**config.mk**
```make
export PLATFORM = sky130hd
export DESIGN_NAME = dmach_regs
export DESIGN_NICKNAME = d
export VERILOG_FILES = /design/src/rtl/dmach_regs.sv
export SDC_FILE = /design/constraint.sdc
export NUM_CORES = 1
export LEC_CHECK = 0
export BUFFER_PORTS_ARGS = -buffer_cell sky130_fd_sc_hd__clkbuf_2
export CORE_MARGIN = 3
export CORE_UTILIZATION = 36
export CTS_CLUSTER_DIAMETER = 150
export DETAILED_ROUTE_END_ITERATION = 16
export SLEW_MARGIN = 10
export SYNTH_ARGS = -nofsm -noshare
export SYNTH_HDL_FRONTEND = slang
export SYNTH_SLANG_ARGS = --single-unit
```
**constraint.sdc**
```tcl
create_clock -name clk -period 4.05 [get_ports clk]
set_input_delay 0.81 -clock clk [delete_from_list [all_inputs] [get_ports clk]]
set_output_delay 0.81 -clock clk [all_outputs]
set_load 0.05 [all_outputs]
```
**src/rtl/dmach_regs.sv**
```systemverilog
module dmach_regs #(
  parameter int       LEN_W = 16,
  parameter bit [3:0] VER   = 4'hA
) (
  input  logic             clk,
  input  logic             rst_n,
  input  logic             we,
  input  logic [3:0]       addr,
  input  logic [31:0]      wdata,
  output logic [31:0]      rdata,
  input  logic             irq_raise,
  input  logic             irq_ack,
  input  logic             xfer_done,
  input  logic [LEN_W-1:0] xfer_len,
  output logic             irq,
  output logic             periph_rst,
  output logic             dir_to_mem,
  output logic             loaded
);
  localparam int PAD = 32 - LEN_W;

  logic [31:0] ctrl_q, addr_q, sp2_q, sp3_q;
  logic        rst_q;
  logic [1:0]  idx;
  logic [31:0] ctrl_wv, ctrl_d;
  logic        unused_lo;

  assign idx       = addr[3:2];
  assign unused_lo = ^addr[1:0];

  always_comb begin
    ctrl_wv = wdata;
    if (!wdata[7]) begin
      if (wdata[6])          ctrl_wv[6] = 1'b0;
      else if (wdata == '0)  ctrl_wv     = 32'h40;
    end
    ctrl_wv[31:28] = VER;
  end

  always_comb begin
    ctrl_d = ctrl_q;
    if (we && idx == 2'd0) ctrl_d = ctrl_wv;
    if (we && idx == 2'd1) ctrl_d[26] = 1'b1;
    if (irq_raise)         ctrl_d[0] = 1'b1;
    else if (irq_ack)      ctrl_d[0] = 1'b0;
  end

  always_ff @(posedge clk or negedge rst_n) begin
    if (!rst_n) begin
      ctrl_q <= '0;
      addr_q <= '0;
      sp2_q  <= '0;
      sp3_q  <= '0;
      rst_q  <= 1'b0;
    end else begin
      ctrl_q <= ctrl_d;
      rst_q  <= we && idx == 2'd0 && wdata[7];
      if (we && idx == 2'd1)
        addr_q <= wdata;
      else if (xfer_done)
        addr_q <= addr_q + {{PAD{1'b0}}, xfer_len};
      if (we && idx == 2'd2) sp2_q <= wdata;
      if (we && idx == 2'd3) sp3_q <= wdata;
    end
  end

  always_comb begin
    case (idx)
      2'd0:    rdata = ctrl_q;
      2'd1:    rdata = addr_q;
      2'd2:    rdata = sp2_q;
      default: rdata = sp3_q;
    endcase
  end

  assign irq        = ctrl_q[0] & ctrl_q[4];
  assign periph_rst = rst_q;
  assign dir_to_mem = ctrl_q[8];
  assign loaded     = ctrl_q[26];
endmodule


```
# --- After elaboration in Yosys (flattened, before gate mapping) ---
# Cells that the tools add are included.
totals:
  register_bits: 126
  latch_bits: 0
  ram_bits: 0
  rom_bits: 0
  out_inout_bits: 36
  word_cells: 34
  n_memories: 0
classes:
  add_sub_neg: 1
  multipliers: 0
  n_div: 0
  order_cmp: 0
  n_eq_ne: 3
  n_shift: 0
  mux: 12
  n_bitwise: 1
  n_reduce_logical: 10
ops:
  columns: ["op", "n"]
  rows:
  - ["$pmux 32 s3", 1]
  - ["$mux 32", 2]
  - ["$mux 28", 2]
  - ["$add 32x16->32", 1]
  - ["$logic_not 32->1", 1]
  - ["$mux 27", 1]
  - ["$mux 21", 1]
  - ["$mux 6", 1]
  - ["$logic_and 1x1->1", 5]
  - ["$eq 2x2->1 const B", 2]
  - ["$mux 1", 4]
  - ["$reduce_bool 2->1", 2]
  - ["$reduce_bool 3->1", 1]
  - ["$eq 2x1->1 const B", 1]
  - ["$logic_not 2->1", 1]
  - ["$and 1x1->1", 1]

# --- Logic depth before layout (Yosys ltp) ---
logic_depth:
  depth_word: 7
  mapped_depth: 9
  ltp_nobuf: 9

# --- Least setup slack after synthesis ---
# No wires, ideal clock.
synth_timing:
  path_kind: "input to output"
  startpoint: "in addr[2]"
  endpoint: "out rdata[0]"
  arrival_time_ns: 1.987
  setup_slack_ns: 1.253
  path_stages: 3
  path_cell_list: "buf_2 -> buf_2 -> mux4_2"
synth_between:
  elab_chain_cells: 2
  word_cells_on_any_way: 4
synth_rtl:
  columns: ["item", "line", "text"]
  rows:
  - ["start: declaration", "8", "input logic [3:0] addr,"]
  - ["$eq 2x2->1, or another cell as far along", "68", "case (idx)"]
  - ["$pmux 32 s3 (*)", "68", null]
  - ["end: declaration", "10", "output logic [31:0] rdata,"]
# Mark *: on every way between the ends. The rest lies on a longest branch, timed or not.

# --- Worst setup path in the final report ---
layout_timing:
  startpoint: "in addr[2]"
  endpoint: "out rdata[28]"
# The elaborated chain is that of the path after synthesis.

==> summary.txt <==
status -> complete, no violations
CP endpoint kind -> output pin
synthesized net count -> 636
Die Y -> 144 um
CP top delay family -> buffers and inverters
share of async-settable or async-resettable flops after synthesis -> 1.00
top cells by count, synth -> 126 x dfrtp_1, 92 x mux2_2, 45 x nand2_1, 30 x mux4_2, 28 x nor2_1
MaxCap Viol Count -> 0
H-tree depth -> 4
Clk pin slew, worst setup/hold paths -> 0.06 ns
vias in the first global route -> 5228
Critical Path Start Type -> input pin
most numerous cell in the Yosys netlist -> dfrtp_1
DR iter-0 viols -> 261
initial core utilization -> 0.374
Int Pwr -> 3.26 mW
Post-CTS Resized -> 0
wire length per cell -> 19.6 um
Least-Margin Pin Slew -> 0.713 ns
nets -> 722
Switching Share -> 0.377
Final WS setup -> 1.12 ns
Final Critical Period -> 2.93 ns
yosys warns -> 0
unrepaired setup endpoints after global routing -> no
placed instance count -> 857
fin util -> 0.443
slowest stage delay, CP -> 0.39 ns
first-pass GRT wire length -> 28000 um
largest net degree at the start of global routing -> 77
final hold slack -> 0.441 ns
non-filler instance count after layout -> 889
RD Place Congestion -> 0.832
Slew Limit Headroom -> 0.525
Filler cells -> 1702
Synth area leaders -> dfrtp_1 46%, mux2_2 15%, mux4_2 9.9%, xor2_1 2.9%, ha_1 2.9%
final setup fails -> 0
CTS tree -> yes
period utilization -> 0.724
distinct cell type count after synthesis -> 54
sequential power share -> 0.342
Cell Area, Placed -> 7540 um^2
Placement Setup Slack -> 0.859 ns
Post-Layout Inst Area -> 8120 um^2
Post-DRT Antenna Nets -> 0
port bufs -> 91
overall global routing resource usage -> 0.175
Hold Crit Class -> input pin to asynchronous set/reset pin
FMAX -> 0.341 GHz
std cell rows -> 49
Post-synth top flop -> dfrtp_1
clk sinks -> 126
IO Count -> 94
Hold-fix buffers, CTS -> 0
cell area after synthesis -> 6860 um^2
DR vias -> 4820
CP Data Required Time -> 3.24 ns
Pwr Total -> 5.24 mW
hpwl dp -> 12500 um
post-synthesis sequential area ratio -> 0.460
clock share of power -> 0.284
Clock Skew -> 0.0131 ns
Arrival @ worst endpoint -> 2.12 ns
most frequent CP cell -> clkbuf_2
diodes inserted -> 0
cell chain of the critical path -> clkbuf_2 -> buf_12 -> mux2_2 -> a22o_1 -> clkbuf_2
vias per inst -> 5.42
clk_lat worst skew -> 0.41 ns
full die area -> 20700 um^2
kind of critical path -> input pin to output pin
Post-Synthesis Cells -> 561
number of synthesized register bits -> 126
leakage power -> 3.44 nW
drt first pass iters -> 4
DRC Markers -> 0
total routed wirelength -> 17400 um
clock root buffer -> clkbuf_16
Clock Path Buffers -> 2
Synth area leader -> dfrtp_1
final global-route overflow total -> 0
Worst Path Max Fanout -> 36
share of cells above drive strength 1 -> 0.411
Inserted Clock Buffers -> 17
initial antenna violation count -> 0
peak supply drop -> 284 uV
Layout area overhead -> 18.4%
Final TNS setup -> 0 ns
Hold Fails Final Rpt -> 0
Die Span X -> 144 um
Post-synth EDFFs -> 0
Post-CTS Setup Inserts -> 0
fin. max-slew vios -> 0
top-area cell type share of the netlist area -> 0.460
core box area -> 18300 um^2
Mean Syn Cell Area -> 12.2 um^2
Worst path slowest cell -> mux2_2
Switch Pwr -> 1.98 mW
combinational share of power -> 0.374
Power Dens Cells -> 645 nW/um^2
Crit path buffers/inverters -> 3
## final cells by class
cell class,count,area (um^2),area share
multi-input cells,396,3520,0.434
inverters,5,18.8,0.00231
flip-flops and latches,126,3150,0.388
well taps,229,287,0.0353
clock buffers,18,439,0.0541
repair buffers,101,558,0.0687
clock inverters,14,143,0.0176
## worst register-to-register path: cells and delay by family (launching register included)
family | cells | cell delay [ns]
AOI/OAI and AO/OA | 5 | 1.17
xor gates and xnor gates | 1 | 0.19
adders and majority gates | 2 | 0.64
DFF | 1 | 0.41
and+or+nand+nor | 1 | 0.15
## placed cells by master (no fill, tap or decap), types with 6 or more instances in the layout
| cell type | netlist | routed |
|---|---|---|
| o21ai_1 | 9 | 9 |
| mux2i_1 | 13 | 13 |
| dfrtp_1 | 126 | 126 |
| nor2_1 | 28 | 26 |
| xor2_1 | 23 | 23 |
| o21ai_0 | 22 | 22 |
| and2_1 | 6 | 6 |
| a21oi_1 | 25 | 25 |
| clkbuf_16 | 0 | 17 |
| clkinvlp_4 | 0 | 6 |
| mux2_2 | 92 | 92 |
| buf_4 | 4 | 9 |
| clkbuf_2 | 0 | 90 |
| o211ai_1 | 6 | 6 |
| nand4_1 | 9 | 9 |
| nand3_1 | 15 | 15 |
| ha_1 | 16 | 16 |
| nand2_1 | 45 | 45 |
| mux4_2 | 30 | 30 |
| xnor2_1 | 7 | 7 |
| nor4_1 | 8 | 8 |
## path summary, 6_finish.rpt
kind | slack [ns] | start | to | cells past startpoint
worst max-delay path | 1.12 | addr[2] | rdata[28] | 5
worst min-delay path | 0.44 | rst_n | sp3_q[4]$_DFFE_PN0P_ | 1
worst max register to register | 1.35 | addr_q[0]$_DFFE_PN0P_ | addr_q[28]$_DFFE_PN0P_ | 9
worst min register to register | 0.50 | ctrl_q[29]$_DFFE_PN0P_ | ctrl_q[29]$_DFFE_PN0P_ | 1
max in group asynchronous | 2.72 | rst_n | sp2_q[18]$_DFFE_PN0P_ | 2
min in group clk | 0.50 | ctrl_q[29]$_DFFE_PN0P_ | ctrl_q[29]$_DFFE_PN0P_ | 1
## power by group through the flow
stage / logic [mW] / clock network (mW) / registers, mW
after floorplan: 1.57 / 0 / 1.73
after global placement: 1.92 / 0 / 1.79
after detailed placement: 1.96 / 0 / 1.81
after CTS: 1.98 / 1.53 / 1.79
after global routing: 2.15 / 1.58 / 1.83
final: 1.96 / 1.49 / 1.79
## cells by family (layout without fill, tap and decap cells)
| kind of cell | after synthesis | in the layout | share of synthesized area |
|---|---|---|---|
| adders and majority gates | 17 | 17 | 0.0321 |
| AOI/OAI and AO/OA | 88 | 88 | 0.0870 |
| buffers and inverters | 39 | 138 | 0.0274 |
| xor gates and xnor gates | 30 | 30 | 0.0383 |
| muxes | 135 | 135 | 0.269 |
| DFF | 126 | 126 | 0.460 |
| and+or+nand+nor | 126 | 126 | 0.0870 |
## state kept, by name, summed over array words and instances, names as in the netlist
name,count
ctrl_q,29
periph_rst,1
addr_q,32
sp3_q,32
sp2_q,32
## routing by layer
| metal | part of all wire | GRT usage |
|---|---|---|
| met1 | 0.45 | 0.229 |
| met2 | 0.49 | 0.291 |
| met3 | 0.039 | 0.0384 |
| met4 | 0.017 | 0.0580 |
| met5 | 0 | 0 |
Power figures use the tool's default switching activity.
